--- src/rtl/cmd_dma_pkg.sv ---
package cmd_dma_pkg;

    localparam int ADDR_W     = 32;
    localparam int REG_W      = 32;
    localparam int WORD_BYTES = 4;

    typedef enum logic {
        SEL_START_ADDR = 1'b0,
        SEL_LENGTH     = 1'b1
    } cfg_sel_e;

    typedef struct packed {
        logic             en;
        cfg_sel_e         sel;
        logic [REG_W-1:0] data;
    } cfg_wr_t;

    function automatic logic [ADDR_W-1:0] word_align(input logic [ADDR_W-1:0] a);
        return a & ~ADDR_W'(WORD_BYTES - 1);
    endfunction

    function automatic logic [ADDR_W-1:0] next_word_addr(input logic [ADDR_W-1:0] a);
        return a + ADDR_W'(WORD_BYTES);
    endfunction

endpackage

--- src/rtl/cmd_dma_regs.sv ---
module cmd_dma_regs
    import cmd_dma_pkg::*;
#(
    parameter int CNT_W = 16
) (
    input  logic              clk,
    input  logic              rst,
    input  cfg_wr_t           wr,
    input  logic              word_done,
    output logic [ADDR_W-1:0] base_addr,
    output logic [CNT_W-1:0]  remaining,
    output logic              busy,
    output logic              start
);

    logic [CNT_W-1:0] len_field;
    logic             unused_cfg_bits;

    assign len_field       = wr.data[CNT_W-1:0];
    assign unused_cfg_bits = ^wr.data;

    assign busy  = (remaining != '0);
    assign start = wr.en && (wr.sel == SEL_LENGTH) && !busy && (len_field != '0);

    always_ff @(posedge clk) begin
        if (rst) begin
            base_addr <= '0;
            remaining <= '0;
        end else begin
            if (wr.en && !busy && (wr.sel == SEL_START_ADDR))
                base_addr <= word_align(wr.data[ADDR_W-1:0]);
            if (start)
                remaining <= len_field;
            else if (word_done && busy)
                remaining <= remaining - 1'b1;
        end
    end

endmodule

--- src/rtl/cmd_dma_credit.sv ---
module cmd_dma_credit #(
    parameter int FREE_W  = 6,
    parameter int MAX_OUT = 4
) (
    input  logic              clk,
    input  logic              rst,
    input  logic              issued,
    input  logic              retired,
    input  logic [FREE_W-1:0] fifo_free,
    output logic              room
);

    localparam int OUT_W = $clog2(MAX_OUT + 1);

    logic [OUT_W-1:0] in_flight;
    logic             can_retire;

    assign can_retire = retired && (in_flight != '0);

    always_ff @(posedge clk) begin
        if (rst) begin
            in_flight <= '0;
        end else begin
            case ({issued, can_retire})
                2'b10:   in_flight <= in_flight + 1'b1;
                2'b01:   in_flight <= in_flight - 1'b1;
                default: in_flight <= in_flight;
            endcase
        end
    end

    assign room = (32'(fifo_free) > 32'(in_flight)) && (32'(in_flight) < MAX_OUT);

endmodule

--- src/rtl/cmd_dma_issue.sv ---
module cmd_dma_issue
    import cmd_dma_pkg::*;
#(
    parameter int CNT_W = 16
) (
    input  logic              clk,
    input  logic              rst,
    input  logic              start,
    input  logic [ADDR_W-1:0] start_addr,
    input  logic [CNT_W-1:0]  start_len,
    input  logic              room,
    input  logic              mem_gnt,
    output logic              mem_req,
    output logic [ADDR_W-1:0] mem_addr,
    output logic              issued
);

    logic [ADDR_W-1:0] addr_q;
    logic [CNT_W-1:0]  left_q;

    assign mem_req  = (left_q != '0) && room;
    assign mem_addr = addr_q;
    assign issued   = mem_req && mem_gnt;

    always_ff @(posedge clk) begin
        if (rst) begin
            addr_q <= '0;
            left_q <= '0;
        end else if (start) begin
            addr_q <= start_addr;
            left_q <= start_len;
        end else if (issued) begin
            addr_q <= next_word_addr(addr_q);
            left_q <= left_q - 1'b1;
        end
    end

endmodule

--- src/rtl/cmd_dma_loader.sv ---
module cmd_dma_loader
    import cmd_dma_pkg::*;
#(
    parameter int CNT_W   = 16,
    parameter int FREE_W  = 6,
    parameter int MAX_OUT = 4
) (
    input  logic              clk,
    input  logic              rst,
    input  logic              cfg_wr_en,
    input  logic              cfg_wr_sel,
    input  logic [REG_W-1:0]  cfg_wr_data,
    output logic [CNT_W-1:0]  remaining_words,
    output logic              busy,
    output logic              mem_req,
    output logic [ADDR_W-1:0] mem_addr,
    input  logic              mem_gnt,
    input  logic              mem_rvalid,
    input  logic [REG_W-1:0]  mem_rdata,
    input  logic [FREE_W-1:0] fifo_free,
    output logic              fifo_push,
    output logic [REG_W-1:0]  fifo_wdata
);

    cfg_wr_t           cfg_wr;
    logic [ADDR_W-1:0] base_addr;
    logic              start;
    logic              room;
    logic              issued;
    logic              word_done;

    assign cfg_wr.en   = cfg_wr_en;
    assign cfg_wr.sel  = cfg_sel_e'(cfg_wr_sel);
    assign cfg_wr.data = cfg_wr_data;

    assign word_done  = mem_rvalid && busy;
    assign fifo_push  = word_done;
    assign fifo_wdata = mem_rdata;

    cmd_dma_regs #(.CNT_W(CNT_W)) u_regs (
        .clk       (clk),
        .rst       (rst),
        .wr        (cfg_wr),
        .word_done (word_done),
        .base_addr (base_addr),
        .remaining (remaining_words),
        .busy      (busy),
        .start     (start)
    );

    cmd_dma_credit #(.FREE_W(FREE_W), .MAX_OUT(MAX_OUT)) u_credit (
        .clk       (clk),
        .rst       (rst),
        .issued    (issued),
        .retired   (mem_rvalid),
        .fifo_free (fifo_free),
        .room      (room)
    );

    cmd_dma_issue #(.CNT_W(CNT_W)) u_issue (
        .clk        (clk),
        .rst        (rst),
        .start      (start),
        .start_addr (base_addr),
        .start_len  (cfg_wr_data[CNT_W-1:0]),
        .room       (room),
        .mem_gnt    (mem_gnt),
        .mem_req    (mem_req),
        .mem_addr   (mem_addr),
        .issued     (issued)
    );

endmodule

--- config.mk ---
export PLATFORM = sky130hd
export DESIGN_NAME = cmd_dma_loader
export DESIGN_NICKNAME = d
export VERILOG_FILES = /design/src/rtl/cmd_dma_pkg.sv /design/src/rtl/cmd_dma_regs.sv /design/src/rtl/cmd_dma_credit.sv /design/src/rtl/cmd_dma_issue.sv /design/src/rtl/cmd_dma_loader.sv
export SDC_FILE = /design/constraint.sdc
export NUM_CORES = 1
export LEC_CHECK = 0
export CAP_MARGIN = 20
export CORE_AREA = 2 2 141 88
export CTS_CLUSTER_SIZE = 40
export DETAILED_ROUTE_END_ITERATION = 10
export DIE_AREA = 0 0 143 90
export GPL_TIMING_DRIVEN = 0
export PLACE_DENSITY = 0.77
export SLEW_MARGIN = 25
export SYNTH_ARGS = -nofsm -noshare
export SYNTH_HDL_FRONTEND = slang
export SYNTH_SLANG_ARGS = --single-unit
--- constraint.sdc ---
create_clock -name clk -period 4.3 [get_ports clk]
set_input_delay 1.29 -clock clk [delete_from_list [all_inputs] [get_ports clk]]
set_output_delay 1.29 -clock clk [all_outputs]
set_load 0.05 [all_outputs]
# ---- Word level (Yosys, flattened, before mapping)
# Index checks and enable logic that the tools add are counted.
dict set report classes {
  n_addsub 5
  n_lt_le_gt_ge 2
  eq_ne 2
  n_mux 7
  n_bitwise 1
  reduce_logical 19
}
# op n
set ops {}
lappend ops {{16-bit two-way mux} 4}
lappend ops {{32-bit two-way mux} 2}
lappend ops {{16-bit nonzero test} 3}
lappend ops {{32-bit by 3-bit adder with 32-bit output, second input constant} 1}
lappend ops {{16-bit by 1-bit subtractor with 16-bit output, second input constant} 2}
lappend ops {{1-bit logical AND} 11}
lappend ops {{6-bit by 3-bit greater-than comparator with 1-bit output} 1}
lappend ops {{3-bit case mux with 2 select lines} 1}
lappend ops {{2-bit nonzero test} 3}
lappend ops {{3-bit by 1-bit adder with 3-bit output, second input constant} 1}
lappend ops {{3-bit < comparator, second input constant} 1}
lappend ops {{3-bit nonzero test} 1}
lappend ops {{3-bit by 1-bit subtractor with 3-bit output, second input constant} 1}
lappend ops {{2-bit by 1-bit == test with 1-bit output, second input constant} 1}
lappend ops {{2-bit == test, second input constant} 1}
lappend ops {{1-bit logical NOT} 1}
lappend ops {{1-bit inverter} 1}
dict set report word_totals {
  ff_bits 97
  inputBits 76
  out_inout_bits 83
  elab_cells 41
}

# ---- Logic depth before layout (Yosys ltp)
dict set report depth {
  word_depth 6
  depth_mapped 14
}

# ---- By module
# A second synthesis with hierarchy kept.
dict set report unflattened {
  cells_unflattened 649
  area_unflattened_um2 5283.8
}
# mod n_inst cells_each area_per_inst_um2
set by_module_without_submodules {}
lappend by_module_without_submodules {cmd_dma_issue 1 335 2736.4}
lappend by_module_without_submodules {cmd_dma_regs 1 251 2055.7}
lappend by_module_without_submodules {cmd_dma_loader 1 33 246.5}
lappend by_module_without_submodules {cmd_dma_credit 1 30 245.2}

# ---- Worst setup path before layout
# Ideal clock, no wire load.
dict set report synth_timing {
  kind {input port to output port}
  startpoint {input fifo_free[1]}
  endpoint {output mem_req}
  arrival_ns 2.827
  t_required_ns 3.010
  path_slack_ns 0.183
  cell_stages 6
  path_buffers 1
  cell_sequence {ha_1 -> nand3_1 -> o21ai_0 -> o21ai_1 -> clkbuf_1 -> and3_1}
}
dict set report synth_between {
  elab_chain_cells 3
}
# element line
set synth_lines {}
lappend synth_lines {{start: declaration} cmd_dma_loader.sv:20} ;# input logic [FREE_W-1:0] fifo_free,
lappend synth_lines {{6-bit by 3-bit greater-than comparator with 1-bit output} cmd_dma_credit.sv:32} ;# assign room = (32'(fifo_free) > 32'(in_flight)) && (32'(in_flight) < MAX_OUT);
lappend synth_lines {{1-bit logical AND} cmd_dma_credit.sv:32}
lappend synth_lines {{1-bit logical AND} cmd_dma_issue.sv:21} ;# assign mem_req = (left_q != '0) && room;
lappend synth_lines {{end: declaration} cmd_dma_loader.sv:15} ;# output logic mem_req,
# No other way between the ends.

# ---- Worst setup path after layout
dict set report layout_timing {
  startpoint {input fifo_free[0]}
  endpoint {output mem_req}
}
# The elaborated chain is that of the path after synthesis.

==> results.toml <==
[setup_path]
cp_max_fo = 10
end_kind = "output port"
r2r_cells = 14
worstSetupStartpointType = "input pin"
path_class = "in2out"
required_ps = 3010
worst-endpoint-arrival_ps = 2910

[grt]
grt_max_degree = 19
grt-ovfl-total = 0
grt_pass1_vias = 5006
grt_pass1_wl_um = 25700
antenna_found_initial = 0
grt_usage = 0.252

[power]
p_sw_mw = 2.38
internal_power_mw = 2.50
clkPwrFrac = 0.160
p_leak_nw = 2.47
powerDensity_mw_per_mm2 = 709
p_sw_frac = 0.487
ir_worst_vdd_mv = 0.432
seqPwrFrac = 0.286
combPwrFrac = 0.554

[clocking]
cts_tree = "done"
max-clock-path-buffers = 2
cts_hold_buffers = 0
cts.clk_slew.worst_paths_ps = 70
numClockSinks = 95
cts-root-buf = "clkbuf_16"
cts-buffers-inserted = 9
insertion_delay_ps = 350
htree_levels = 3

[detailed_routing]
drtPass1Iterations = 5
drc_errors = 0
antenna_left = 0
drt_iter0_drc = 548
num_vias = 5295
finalWirelength_um = 16400
vias_per_cell = 5.56
routedWlPerCell_um = 17.2

[place]
placed_area_mm2 = 0.00655
port_buffers = 123
gp_congestion = 0.935
dp_slack_ps = -1330
dp_hpwl_um = 12300

[floorplan]
initial_core_util = 0.438
die_x_um = 143
fp.dieH_um = 90
row_count = 31
io_pins = 159
dieArea_mm2 = 0.0129
core_area_mm2 = 0.0117

[synthesis]
synth-xor-area-share = 0.0925
synth_ff_type = "dfxtp_1"
synth_compound_area_frac = 0.155
synth_async_sr_flop_share = 0
synth-seq-cells = 95
netlist_area_mm2 = 0.00511
synth_edf_count = 0
yosysWarningCount = 0
synthCells = 646
synth_fa_ha_area_frac = 0.0211
syn_area_per_cell_um2 = 7.91
synth_cell_types = 47
yosysSeqAreaShare = 0.372
post_synth_and_or_nand_nor_area_fraction = 0.263
synthMuxAreaShare = 0
synth_top_family_by_area = "simple AND/OR/NAND/NOR gates"

[timing]
holdWs_ps = 457
setup_viol = 0
slew_headroom = 0.192
setup-tns-final_ps = 0
period_share = 0.977
rsz0062_at_grt = "no"
slew_violations = 0
tightest_slew_ps = 1200
max_freq_ghz = 0.238
final_hold_viol_count = 0
finalCriticalPeriod_ps = 4200
fin_skew_ps = 8.29
setup_slack_ps = 101

[layout]
finalNetCount = 866
layout_commonest_cell = "clkdlybuf4s50_1"
synthToLayoutAreaGrowth_pct = 34.6
stdcell_area_mm2 = 0.00688
final_cell_mix = "clkdlybuf4s50_1 (120), nand2_1 (96), dfxtp_1 (95)"
drive_above_1_share = 0.104
antenna_cells = 0

[hold_path]
whs_path_depth = 2
holdCritPathClass = "reg2reg"

[job]
drv_cap = 0

[run_status]
run_status = "complete, no violations"
==> cells by family after synthesis <==
| group | Yosys count |
|---|---|
| flops | 95 |
| simple gates | 282 |
| compound gates | 116 |
| buf+inv | 90 |
| xor+xnor | 54 |
| fa+ha+maj | 8 |
| other cells | 1 |
==> metal layers <==
metal  GRT usage  share of wire
met4      0.0685          0.016
met5           0              0
met1       0.355           0.44
met2       0.384           0.45
met3      0.0613          0.092
==> power groups by stage <==
stage               Clock (mW)  Combinational (mW)  Sequential (mW)
floorplan                    0                1.46             1.79
finish                   0.782                2.70             1.39
global placement             0                2.55             1.39
global route             0.830                2.87             1.43
detailed placement           0                2.62             1.40
CTS                      0.789                2.66             1.39
==> what timing repair did <==
action                                  in CTS  in global routing
hold endpoints to repair                     0                  0
endpoints found under the setup margin       3                  3
buffers inserted                             1                  0
resized for setup                           12                  5
pin swaps                                    2                  1
==> final cells by class <==
| cell class | instances | area, µm² |
|---|---|---|
| buffer | 75 | 442 |
| clock buffer | 9 | 225 |
| clock inverter | 7 | 60.1 |
| fill | 1015 | 4800 |
| inverter | 15 | 56.3 |
| multi-input combinational | 462 | 2750 |
| sequential | 95 | 1900 |
| tap | 165 | 206 |
| timing repair buffer | 124 | 1240 |
==> worst max-delay path, cell delays in order <==
cell and delay [ps]:
clkdlybuf4s50_1 450, inv_1 40, ha_1 280, nand3_1 60, o21ai_0 100, o21ai_2 190
buf_8 170, and3_1 180, buf_6 160
==> per-stage QoR <==
stage                      util  cells  total power [mW]
after floorplan               -    647              3.25
after global placement    0.561    935              3.94
after detailed placement  0.561    935              4.03
after CTS                 0.588    952              4.83
after global routing      0.589    952              5.13
final                     0.589    952              4.88
==> state kept, by name (all words and copies together), names as in the netlist <==
name and flops:
u_regs.remaining 16, u_regs.base_addr 30, u_issue.mem_addr 30, u_credit.in_flight 3, u_issue.left_q 16
==> Yosys cell counts (2+ instances only) <==
master    number  share of area
inv_1         14          0.010
xnor2_1       10          0.017
nor3b_1        2         0.0029
nor2_1        67          0.049
dfxtp_1       95           0.37
or2_2          2         0.0024
buf_2          5         0.0049
or4_1          8          0.012
o31a_1         2         0.0034
and3_1         7         0.0086
buf_4         36          0.053
a221oi_1       2         0.0034
and2_1         2         0.0024
xor2_1        44          0.075
a21oi_1       51          0.050
or3_1          3         0.0037
nand2_1       96          0.071
a31oi_1        3         0.0037
nand3_1       40          0.039
nand4_1       13          0.016
and4_1         4         0.0069
clkbuf_1      33          0.024
o21ai_0        6         0.0059
o21bai_1       2         0.0029
ha_1           7          0.017
a211oi_2      11          0.027
nor4_1        17          0.021
a211oi_1      34          0.050
nor3_1        12          0.012
==> final timing paths <==
kind | slack, ps | startpoint | endpoint
max | 100 | fifo_free[0] | mem_req
min | 460 | u_regs.base_addr[24] | u_regs.base_addr[24]
max reg2reg | 920 | u_issue.left_q[0] | u_credit.in_flight[2]
min reg2reg | 460 | u_regs.base_addr[24] | u_regs.base_addr[24]
No activity file was read; power rests on OpenSTA's default activity.
